===== src/rtl/ramp_seq_pkg.sv =====
`timescale 1ns/1ps
package ramp_seq_pkg;

    typedef enum logic [2:0] {
        SEQ_OFF  = 3'd0,
        SEQ_SDLY = 3'd1,
        SEQ_RUP  = 3'd2,
        SEQ_ON   = 3'd3,
        SEQ_PDLY = 3'd4,
        SEQ_RDN  = 3'd5
    } seq_state_e;

    // States in which the power stage is switching
    function automatic logic drives_pwm(seq_state_e s);
        return (s == SEQ_RUP) || (s == SEQ_ON) || (s == SEQ_PDLY) || (s == SEQ_RDN);
    endfunction

endpackage


===== src/rtl/ramp_seq_cfg.sv =====
`timescale 1ns/1ps
// Splits one timing word into a scaled delay and a per-step dwell
module ramp_seq_cfg #(
    parameter int REG_W      = 16,
    parameter int STEP_W     = 10,
    parameter int UNIT_TICKS = 250,
    parameter int CNT_W      = 14
) (
    input  logic [REG_W-1:0] cfg,
    output logic [CNT_W-1:0] dly_ticks,
    output logic [CNT_W-1:0] step_ticks,
    output logic             step_zero
);
    localparam int DLY_W = REG_W - STEP_W;

    logic [DLY_W-1:0]  dly_units;
    logic [STEP_W-1:0] step_us;

    always_comb begin
        dly_units  = cfg[REG_W-1:STEP_W];
        step_us    = cfg[STEP_W-1:0];
        dly_ticks  = CNT_W'(dly_units) * CNT_W'(UNIT_TICKS);
        step_ticks = CNT_W'(step_us);
        step_zero  = (step_us == '0);
    end
endmodule


===== src/rtl/ramp_seq_tmr.sv =====
`timescale 1ns/1ps
// Loadable down-counter advanced by the microsecond tick
module ramp_seq_tmr #(
    parameter int CNT_W = 14
) (
    input  logic             clk,
    input  logic             rst_n,
    input  logic             tick,
    input  logic             load,
    input  logic [CNT_W-1:0] load_val,
    output logic             is_zero,
    output logic             is_one
);
    logic [CNT_W-1:0] cnt_d, cnt_q;

    always_comb begin
        cnt_d = cnt_q;
        if (load) begin
            cnt_d = load_val;
        end else if (tick && (cnt_q != '0)) begin
            cnt_d = cnt_q - 1'b1;
        end
    end

    always_ff @(posedge clk or negedge rst_n) begin
        if (!rst_n) begin
            cnt_q <= '0;
        end else begin
            cnt_q <= cnt_d;
        end
    end

    assign is_zero = (cnt_q == '0);
    assign is_one  = (cnt_q == CNT_W'(1));
endmodule


===== src/rtl/ramp_seq_step.sv =====
`timescale 1ns/1ps
// One-code move toward an endpoint, never past it
module ramp_seq_step #(
    parameter int CODE_W = 8
) (
    input  logic [CODE_W-1:0] cur,
    input  logic [CODE_W-1:0] endp,
    output logic [CODE_W-1:0] nxt,
    output logic              at_end
);
    always_comb begin
        at_end = (cur == endp);
        if (cur < endp) begin
            nxt = cur + 1'b1;
        end else if (cur > endp) begin
            nxt = cur - 1'b1;
        end else begin
            nxt = cur;
        end
    end
endmodule


===== src/rtl/ramp_seq.sv =====
`timescale 1ns/1ps
module ramp_seq
    import ramp_seq_pkg::*;
#(
    parameter int CODE_W     = 8,
    parameter int REG_W      = 16,
    parameter int STEP_W     = 10,
    parameter int UNIT_TICKS = 250
) (
    input  logic              clk,
    input  logic              rst_n,
    input  logic              tick_us,
    input  logic              chan_en,
    input  logic              restart_req,
    input  logic [REG_W-1:0]  start_cfg,
    input  logic [REG_W-1:0]  stop_cfg,
    input  logic [CODE_W-1:0] target_code,
    input  logic [CODE_W-1:0] discharge_code,
    output logic [CODE_W-1:0] ref_code,
    output logic              pwm_en,
    output logic [2:0]        state_o
);
    localparam int DLY_W      = REG_W - STEP_W;
    localparam int DLY_TICK_W = DLY_W + $clog2(UNIT_TICKS + 1);
    localparam int CNT_W      = (DLY_TICK_W > STEP_W) ? DLY_TICK_W : STEP_W;

    typedef struct packed {
        seq_state_e        state;
        logic [CODE_W-1:0] ref_code;
    } seq_regs_t;

    seq_regs_t cur_q, nxt_d;

    // Timing words decoded (start and stop share one decoder design)
    logic [CNT_W-1:0] up_dly, up_step, dn_dly, dn_step;
    logic             up_step_zero, dn_step_zero;

    ramp_seq_cfg #(.REG_W(REG_W), .STEP_W(STEP_W), .UNIT_TICKS(UNIT_TICKS), .CNT_W(CNT_W)) u_cfg_up (
        .cfg        (start_cfg),
        .dly_ticks  (up_dly),
        .step_ticks (up_step),
        .step_zero  (up_step_zero)
    );

    ramp_seq_cfg #(.REG_W(REG_W), .STEP_W(STEP_W), .UNIT_TICKS(UNIT_TICKS), .CNT_W(CNT_W)) u_cfg_dn (
        .cfg        (stop_cfg),
        .dly_ticks  (dn_dly),
        .step_ticks (dn_step),
        .step_zero  (dn_step_zero)
    );

    // Single countdown shared by delays and step dwell (phases are exclusive)
    logic             tmr_load;
    logic [CNT_W-1:0] tmr_val;
    logic             tmr_zero, tmr_one;

    ramp_seq_tmr #(.CNT_W(CNT_W)) u_tmr (
        .clk      (clk),
        .rst_n    (rst_n),
        .tick     (tick_us),
        .load     (tmr_load),
        .load_val (tmr_val),
        .is_zero  (tmr_zero),
        .is_one   (tmr_one)
    );

    // Next-code calculators toward each endpoint
    logic [CODE_W-1:0] up_next, dn_next;
    logic              up_done, dn_done;

    ramp_seq_step #(.CODE_W(CODE_W)) u_step_up (
        .cur    (cur_q.ref_code),
        .endp   (target_code),
        .nxt    (up_next),
        .at_end (up_done)
    );

    ramp_seq_step #(.CODE_W(CODE_W)) u_step_dn (
        .cur    (cur_q.ref_code),
        .endp   (discharge_code),
        .nxt    (dn_next),
        .at_end (dn_done)
    );

    logic step_due;
    assign step_due = tick_us && (tmr_one || tmr_zero);

    always_comb begin
        nxt_d    = cur_q;
        tmr_load = 1'b0;
        tmr_val  = '0;
        if (restart_req) begin
            nxt_d.state    = SEQ_OFF;
            nxt_d.ref_code = discharge_code;
        end else begin
            unique case (cur_q.state)
                SEQ_OFF: begin
                    nxt_d.ref_code = discharge_code;
                    if (chan_en) begin
                        nxt_d.state = SEQ_SDLY;
                        tmr_load    = 1'b1;
                        tmr_val     = up_dly;
                    end
                end
                SEQ_SDLY: begin
                    if (!chan_en) begin
                        nxt_d.state = SEQ_PDLY;
                        tmr_load    = 1'b1;
                        tmr_val     = dn_dly;
                    end else if (tmr_zero) begin
                        nxt_d.state = SEQ_RUP;
                        tmr_load    = 1'b1;
                        tmr_val     = up_step;
                    end
                end
                SEQ_RUP: begin
                    if (!chan_en) begin
                        nxt_d.state = SEQ_PDLY;
                        tmr_load    = 1'b1;
                        tmr_val     = dn_dly;
                    end else if (up_done) begin
                        nxt_d.state = SEQ_ON;
                    end else if (up_step_zero) begin
                        nxt_d.ref_code = target_code;
                    end else if (step_due) begin
                        nxt_d.ref_code = up_next;
                        tmr_load       = 1'b1;
                        tmr_val        = up_step;
                    end
                end
                SEQ_ON: begin
                    if (!chan_en) begin
                        nxt_d.state = SEQ_PDLY;
                        tmr_load    = 1'b1;
                        tmr_val     = dn_dly;
                    end
                end
                SEQ_PDLY: begin
                    if (tmr_zero) begin
                        nxt_d.state = SEQ_RDN;
                        tmr_load    = 1'b1;
                        tmr_val     = dn_step;
                    end
                end
                SEQ_RDN: begin
                    if (dn_done) begin
                        nxt_d.state = SEQ_OFF;
                    end else if (dn_step_zero) begin
                        nxt_d.ref_code = discharge_code;
                    end else if (step_due) begin
                        nxt_d.ref_code = dn_next;
                        tmr_load       = 1'b1;
                        tmr_val        = dn_step;
                    end
                end
                default: begin
                    nxt_d.state    = SEQ_OFF;
                    nxt_d.ref_code = discharge_code;
                end
            endcase
        end
    end

    always_ff @(posedge clk or negedge rst_n) begin
        if (!rst_n) begin
            cur_q.state    <= SEQ_OFF;
            cur_q.ref_code <= '0;
        end else begin
            cur_q <= nxt_d;
        end
    end

    assign ref_code = cur_q.ref_code;
    assign state_o  = cur_q.state;
    assign pwm_en   = drives_pwm(cur_q.state);
endmodule


===== config.mk =====
export PLATFORM = sky130hd
export DESIGN_NAME = ramp_seq
export DESIGN_NICKNAME = d
export VERILOG_FILES = /design/src/rtl/ramp_seq_pkg.sv /design/src/rtl/ramp_seq_cfg.sv /design/src/rtl/ramp_seq_tmr.sv /design/src/rtl/ramp_seq_step.sv /design/src/rtl/ramp_seq.sv
export SDC_FILE = /design/constraint.sdc
export NUM_CORES = 1
export LEC_CHECK = 0
export ABC_AREA = 1
export CAP_MARGIN = 20
export CORE_MARGIN = 4
export CORE_UTILIZATION = 55
export DETAILED_ROUTE_END_ITERATION = 10
export GPL_TIMING_DRIVEN = 0
export PLACE_DENSITY = 0.79
export SLEW_MARGIN = 20
export SYNTH_ARGS = -nofsm -noshare
export SYNTH_HDL_FRONTEND = slang
export SYNTH_SLANG_ARGS = --single-unit

===== constraint.sdc =====
create_clock -name clk -period 2.9 [get_ports clk]
set_input_delay 0.58 -clock clk [delete_from_list [all_inputs] [get_ports clk]]
set_output_delay 0.58 -clock clk [all_outputs]
set_load 0.1 [all_outputs]

After elaboration in Yosys (flattened, before gate mapping)

Index checks and enable logic that the tools add are counted.

Bits of input ports: 53
RAM bits: 0
Memory bits (read-only): 0
Logic and storage cells: 99
Bits in latches: 0
Output and inout bits: 12
Memories kept: 0
Flip-flop bits (word level): 25

Divide/modulo/power cells: 0
Equal/unequal tests: 22
Muxes and demuxes: 50
Add/subtract/negate cells: 3
Shift-type cells: 0
Bitwise operators: 0
$lt $le $gt $ge: 4
$mul: 2
Reduce and logical (&&, ||, !) cells: 15

Operators by type and width:

| cell                    | number |
|---|---|
| $mux W14                | 11 |
| $mux W8                 | 11 |
| $pmux W14 S6            | 1 |
| $mux W10                | 4 |
| $mul A6 B7 Y13 const B  | 2 |
| $mux W3                 | 8 |
| $pmux W8 S3             | 1 |
| $ne A3 B3 Y1 const B    | 7 |
| $logic_not A10 Y1       | 2 |
| $pmux W3 S6             | 1 |
| $eq A8 B8 Y1            | 2 |
| $gt A8 B8 Y1            | 2 |
| $lt A8 B8 Y1            | 2 |
| $eq A14 B1 Y1 const B   | 1 |
| $logic_not A14 Y1       | 1 |
| $reduce_bool A14 Y1     | 1 |
| $sub A14 B1 Y14 const B | 1 |
| $mux W1                 | 11 |
| $mux W11                | 1 |
| $add A8 B1 Y8 const B   | 1 |
| $ne A4 B3 Y1 const B    | 2 |
| $ne A4 B4 Y1 const B    | 2 |
| $reduce_and A8 Y1       | 1 |
| $sub A8 B1 Y8 const B   | 1 |
| other kinds (13)        | 19 |

Longest topological paths before layout

Depth in word-level cells: 10
Mapped depth: 18
Gate-level depth less buffers: 18

By module

Synthesis repeated with hierarchy kept, for this count alone.

Cell total of the unflattened synthesis: 1045
Area total of the unflattened synthesis: 6336.1 sq um

Modules (own cells, without submodules):

| module        | instances | cells each | area each (sq um) | sequential area each (sq um) |
|---|---|---|---|---|
| ramp_seq_cfg  | 2         | 150        | 1107.3            | 0.0 |
| ramp_seq      | 1         | 357        | 1811.7            | 275.3 |
| ramp_seq_step | 2         | 105        | 589.3             | 0.0 |
| ramp_seq_tmr  | 1         | 178        | 1131.1            | 350.3 |

Worst setup path after synthesis

OpenSTA, ideal clock, no wires.

Path type: input to register
From: in stop_cfg[13]
To: reg u_tmr.cnt_q[9]
Path buffers: 0
Slack: -0.713 ns
Data arrival time: 3.496 ns
Required time: 2.783 ns
Setup time: 0.117 ns
Cell stages on the path: 15
Path through: fa_1 inv_1 fa_1 fa_1 inv_1 ha_1 a21oi_1 nand2_1 or2_2 nand3_1 nand3_1 nor2_1 nand2_1 nand2_1 nand2_1

Cells in the longest elaborated chain, start to end: 5
Elaborated cells between the ends (all ways): 7
Those cells by class: mul: 1; mux: 6

RTL lines:

| what                        | RTL line                                          | RTL |
|---|---|---|
| start: declaration          | ramp_seq.sv:16                                    | `input logic [REG_W-1:0] stop_cfg,` |
| $mul A6 B7 Y13 *            | ramp_seq_cfg.sv:22                                | `dly_ticks = CNT_W'(dly_units) * CNT_W'(UNIT_TICKS);` |
| $mux W14 (on tied branches) | ramp_seq.sv:132, ramp_seq.sv:106, ramp_seq.sv:117 |  |
| $pmux W14 S6 *              | ramp_seq.sv:96                                    | `unique case (cur_q.state)` |
| $mux W14 *                  | ramp_seq.sv:92                                    | `if (restart_req) begin` |
| $mux W14 *                  | ramp_seq_tmr.sv:18                                | `if (load) begin` |
| end signal: assignment      | ramp_seq_tmr.sv:29                                | `cnt_q <= cnt_d;` |
| end: declaration            | ramp_seq_tmr.sv:14                                | `logic [CNT_W-1:0] cnt_d, cnt_q;` |

Every way passes the cells marked *; elsewhere a longest branch is shown, timed or not.
A chain may end at the register's enable or synchronous reset.

Worst setup path in the final report

From: in start_cfg[13]
To: reg u_tmr.cnt_q[11]

Cells in the longest elaborated chain, start to end: 5

RTL lines:

| what               | RTL line           | RTL |
|---|---|---|
| start: declaration | ramp_seq.sv:15     | `input logic [REG_W-1:0] start_cfg,` |
| $mul A6 B7 Y13     | ramp_seq_cfg.sv:22 |  |
| $mux W14           | ramp_seq.sv:99     | `if (chan_en) begin` |
| $pmux W14 S6       | ramp_seq.sv:96     |  |
| $mux W14           | ramp_seq.sv:92     |  |
| $mux W14           | ramp_seq_tmr.sv:18 |  |

No other way between the ends.

==> flow_summary.html <==
<table>
<tr><th>Metric</th><th>Value</th></tr>
<tr><th colspan="2">GRT</th></tr>
<tr><td>Initial antenna violation count</td><td>0</td></tr>
<tr><td>Global Route Usage Sum</td><td>around 28%</td></tr>
<tr><td>Pin count of the biggest net entering global routing</td><td>26</td></tr>
<tr><td>First-pass GRT wire length</td><td>between 20 and 30 mm</td></tr>
<tr><td>Congestion Overflow GR</td><td>0</td></tr>
<tr><td>Vias in the first global route</td><td>5,636</td></tr>
<tr><th colspan="2">Floorplan</th></tr>
<tr><td>Area of the die</td><td>~11,000 um2</td></tr>
<tr><td>Std cell rows</td><td>35</td></tr>
<tr><td>I/O pin count</td><td>65</td></tr>
<tr><td>Core Box Area</td><td>around 9000 um2</td></tr>
<tr><td>Initial cell density of the core</td><td>roughly 56%</td></tr>
<tr><td>Floorplan die width</td><td>105 um</td></tr>
<tr><td>Vert. Die Dim</td><td>approximately 100 um</td></tr>
<tr><th colspan="2">Routing</th></tr>
<tr><td>DR WL/cell</td><td>15.3 um</td></tr>
<tr><td>Post-DRT Antenna Nets</td><td>0</td></tr>
<tr><td>DRC</td><td>0</td></tr>
<tr><td>Via count</td><td>between 5,000 and 6,000</td></tr>
<tr><td>Count of routing violations after the opening detailed-route iteration</td><td>slightly above 400</td></tr>
<tr><td>Initial DRT Pass Iterations</td><td>5</td></tr>
<tr><td>Final wirelength</td><td>around 15 mm</td></tr>
<tr><td>Via count normalized by instance count</td><td>5.70</td></tr>
<tr><th colspan="2">Job</th></tr>
<tr><td>Max-Cap Viols</td><td>0</td></tr>
<tr><th colspan="2">Pwr</th></tr>
<tr><td>Switching part of the total power</td><td>between 50 and 60%</td></tr>
<tr><td>Maximum vdd drop</td><td>~630 uV</td></tr>
<tr><td>Comb power frac</td><td>around 82%</td></tr>
<tr><td>Share of power burned in registers</td><td>13.7%</td></tr>
<tr><td>Power Internal</td><td>roughly 2.3 mW</td></tr>
<tr><td>Leakage power</td><td>~3.4 nW</td></tr>
<tr><td>Switch Pwr</td><td>about 3.4 mW</td></tr>
<tr><td>Power share of the clock group</td><td>roughly 4%</td></tr>
<tr><td>Areal power density over the cells</td><td>approximately 890 nW/um2</td></tr>
<tr><th colspan="2">Status</th></tr>
<tr><td>Failing checks</td><td>setup timing</td></tr>
<tr><td>Outcome</td><td>finished, violations left</td></tr>
<tr><th colspan="2">Critical path</th></tr>
<tr><td>Nature of the critical path endpoint</td><td>register</td></tr>
<tr><td>Startpoint kind of the worst setup timing path</td><td>input pin</td></tr>
<tr><td>CP Class</td><td>input pin to register</td></tr>
<tr><td>Critical path data arrival time</td><td>between 3 and 4 ns</td></tr>
<tr><td>Crit Path Max Fanout</td><td>6</td></tr>
<tr><td>Worst endpoint required time</td><td>around 3.1 ns</td></tr>
<tr><th colspan="2">Min path</th></tr>
<tr><td>Class of the worst hold path</td><td>input pin to async pin</td></tr>
<tr><th colspan="2">Place</th></tr>
<tr><td>Global placement routability congestion</td><td>0.994</td></tr>
<tr><td>Total placed instance area</td><td>around 6000 um2</td></tr>
<tr><td>Detailed placement HPWL</td><td>around 12 mm</td></tr>
<tr><td># port buffers</td><td>63</td></tr>
<tr><th colspan="2">Timing</th></tr>
<tr><td>Final worst setup slack</td><td>-0.494 ns</td></tr>
<tr><td>Worst Tran Pin Value</td><td>0.971 ns</td></tr>
<tr><td>Upper clock frequency limit</td><td>approximately 300 MHz</td></tr>
<tr><td>Post-route clock skew</td><td>between 0.005 and 0.006 ns</td></tr>
<tr><td>Final-report max-slew violation count</td><td>0</td></tr>
<tr><td>Final period util</td><td>117%</td></tr>
<tr><td>Worst max-slew margin expressed relative to the limit</td><td>between 30% and 40%</td></tr>
<tr><td>RSZ-0062 raised after global routing</td><td>true</td></tr>
<tr><td>Hold violation count in the final report</td><td>0</td></tr>
<tr><td>Total setup violations reported at the end of the flow</td><td>8</td></tr>
<tr><td>Hold_ws</td><td>0.301 ns</td></tr>
<tr><td>Post-layout min period</td><td>between 3 and 4 ns</td></tr>
<tr><th colspan="2">Synth</th></tr>
<tr><td>Number of flops mapped to enable cells by yosys</td><td>0</td></tr>
<tr><td>Number of warnings issued by yosys</td><td>0</td></tr>
<tr><td>Post-synthesis net count</td><td>approximately 950</td></tr>
<tr><td>Flops &amp; latches, synth</td><td>25</td></tr>
<tr><td>Sequential-to-total area share from yosys stat</td><td>between 10 and 15%</td></tr>
<tr><td>Post-synthesis instance area</td><td>between 5000 and 6000 um2</td></tr>
<tr><td>Async set-reset flop share out of synthesis</td><td>100%</td></tr>
<tr><td>Number of instances in the synthesized netlist</td><td>800</td></tr>
<tr><td>Mean cell area of the mapped netlist</td><td>approximately 6.4 um2</td></tr>
<tr><td>Most instantiated flip-flop cell in the synthesis netlist</td><td>dfrtp_1</td></tr>
<tr><td>Synth cell types</td><td>44</td></tr>
<tr><th colspan="2">Clock tree</th></tr>
<tr><td>Deepest clock path buffer count</td><td>2</td></tr>
<tr><td>CTS clk-pin slew, worst paths</td><td>~0.1 ns</td></tr>
<tr><td>Clk root buf</td><td>clkbuf_8</td></tr>
<tr><td>Source-to-sink clock delay at the later pin of the worst-skew pair</td><td>~0.28 ns</td></tr>
<tr><td>CTS tree</td><td>built</td></tr>
<tr><td>Total clock sinks</td><td>25</td></tr>
<tr><td>Number of buffers inserted during clock tree synthesis</td><td>3</td></tr>
<tr><td>Htree depth</td><td>1</td></tr>
<tr><th colspan="2">Layout</th></tr>
<tr><td>Count of fill cells added during filler insertion</td><td>between 700 and 800</td></tr>
<tr><td>Leading cell type in the layout, fill and taps excluded</td><td>nand2_1</td></tr>
<tr><td>Fin nets</td><td>around 1,000</td></tr>
<tr><td>Share of post-route cells with drive strength above 1</td><td>between 15 and 20%</td></tr>
<tr><td>Relative area change from synthesis to final layout</td><td>25.3%</td></tr>
<tr><td>Highest-count cells in the layout ignoring fill and taps</td><td>191 x nand2_1, 117 x inv_1, 67 x nor2_1, 67 x nand3_1, 59 x ha_1</td></tr>
<tr><td>Antenna cell count</td><td>0</td></tr>
<tr><td>Design Area, Final</td><td>around 6400 um2</td></tr>
</table>
cell usage after synthesis, types with 2 or more instances:
library cell / n / area, um2
a21boi_0: 4 / 30.0
a21o_1: 2 / 15.0
a21oi_1: 49 / 245
a21oi_2: 3 / 26.3
a22o_1: 3 / 26.3
a22oi_1: 2 / 15.0
a31oi_1: 2 / 12.5
clkbuf_1: 6 / 22.5
dfrtp_1: 25 / 626
fa_1: 25 / 500
ha_1: 67 / 838
inv_1: 134 / 503
inv_2: 8 / 30.0
nand2_1: 201 / 754
nand2_2: 7 / 43.8
nand2_4: 2 / 22.5
nand3_1: 73 / 365
nand3_2: 2 / 20.0
nand3b_1: 3 / 22.5
nand4_1: 17 / 106
nor2_1: 70 / 263
nor2_2: 5 / 31.3
nor2_4: 5 / 56.3
o211ai_1: 4 / 30.0
o21a_1: 4 / 30.0
o21ai_0: 32 / 160
o21ai_1: 6 / 30.0
or2_2: 5 / 31.3
xnor2_1: 5 / 43.8
xor2_1: 15 / 131
critical path, cell delays in order:
cell and delay, ns:
buf_6 0.12, fa_2 0.60, inv_2 0.05, fa_1 0.49
fa_1 0.51, inv_2 0.05, ha_4 0.29, nand2_2 0.06
inv_1 0.08, nand4_1 0.07, o211ai_1 0.13, a21oi_1 0.12
o21ai_2 0.11, nand2_2 0.10, nand2_1 0.08, nand2_1 0.06
nand2_1 0.05, inv_1 0.03
cells by family after synthesis:
| group | count (synthesis) | synth area share [%] |
|---|---|---|
| xor gates and xnor gates | 20 | 3.41 |
| DFF | 25 | 12.2 |
| buffers and inverters | 151 | 11.2 |
| adders and majority gates | 92 | 26.0 |
| AOI/OAI and AO/OA | 118 | 13.3 |
| and+or+nand+nor | 394 | 33.9 |
registers in the layout, indices dropped and copies added (netlist names):
name and count:
ref_code 8, state_o 3, u_tmr.cnt_q 14
routing by layer:
metal	routed length [um]	GRT usage, %	vias to the layer above
li1	-	-	2754
met4	420	8.34	0
met2	7390	48.8	298
met5	0	0	-
met3	1240	2.66	46
met1	6230	36.4	2603
what timing repair did:
action,4_1_cts,5_1_grt
hold buffers,0,0
buffers inserted,15,8
resized for setup,114,28
endpoints found under the setup margin,10,14
pin swaps,52,27
worst paths after layout:
check	start	endpoint	slack [ns]	depth (start not counted)
worst max-delay path	start_cfg[13]	u_tmr.cnt_q[11]$_DFFE_PN0P_	-0.49	18
worst min-delay path	rst_n	u_tmr.cnt_q[6]$_DFFE_PN0P_	0.30	1
worst max register to register	ref_code[7]$_DFFE_PN0P_	u_tmr.cnt_q[1]$_DFFE_PN0P_	0.55	13
worst min register to register	u_tmr.cnt_q[1]$_DFFE_PN0P_	u_tmr.cnt_q[1]$_DFFE_PN0P_	0.53	2
max in group asynchronous	rst_n	u_tmr.cnt_q[4]$_DFFE_PN0P_	2.21	1
min in group clk	u_tmr.cnt_q[1]$_DFFE_PN0P_	u_tmr.cnt_q[1]$_DFFE_PN0P_	0.53	2
through the flow:
stage | setup TNS, ns | util (%) | std cells | setup WS [ns] | power [mW]
floorplan | -3.07 | - | 800 | -0.459 | 3.97
global placement | -12.22 | 65.8 | 974 | -1.53 | 4.83
detailed placement | -12.64 | 65.8 | 974 | -1.59 | 4.96
CTS | -3.28 | 68.8 | 993 | -0.483 | 5.44
global route | -4.58 | 70.4 | 1001 | -0.681 | 6.23
finish | -3.38 | 70.4 | 1001 | -0.494 | 5.71
power groups by stage:
| stage | clock (mW) | combinational, mW | sequential [mW] |
|---|---|---|---|
| 2_1_floorplan | 0 | 2.72 | 1.25 |
| 3_3_place_gp | 0 | 4.06 | 0.772 |
| 3_5_place_dp | 0 | 4.18 | 0.785 |
| 4_1_cts | 0.214 | 4.45 | 0.778 |
| 5_1_grt | 0.229 | 5.19 | 0.809 |
| 6_report | 0.220 | 4.71 | 0.782 |
final cells by class:
class                           count  area (um2)  share of cell area [%]
Buffer                              8        38.8                   0.602
Clock buffer                        4        45.0                   0.699
Inverter                          143         539                    8.37
Multi-Input combinational cell    624        4220                    65.4
Sequential cell                    25         626                    9.71
Tap cell                          111         139                    2.16
Timing Repair Buffer               86         841                    13.0
No activity file was read; power rests on OpenSTA's default activity.
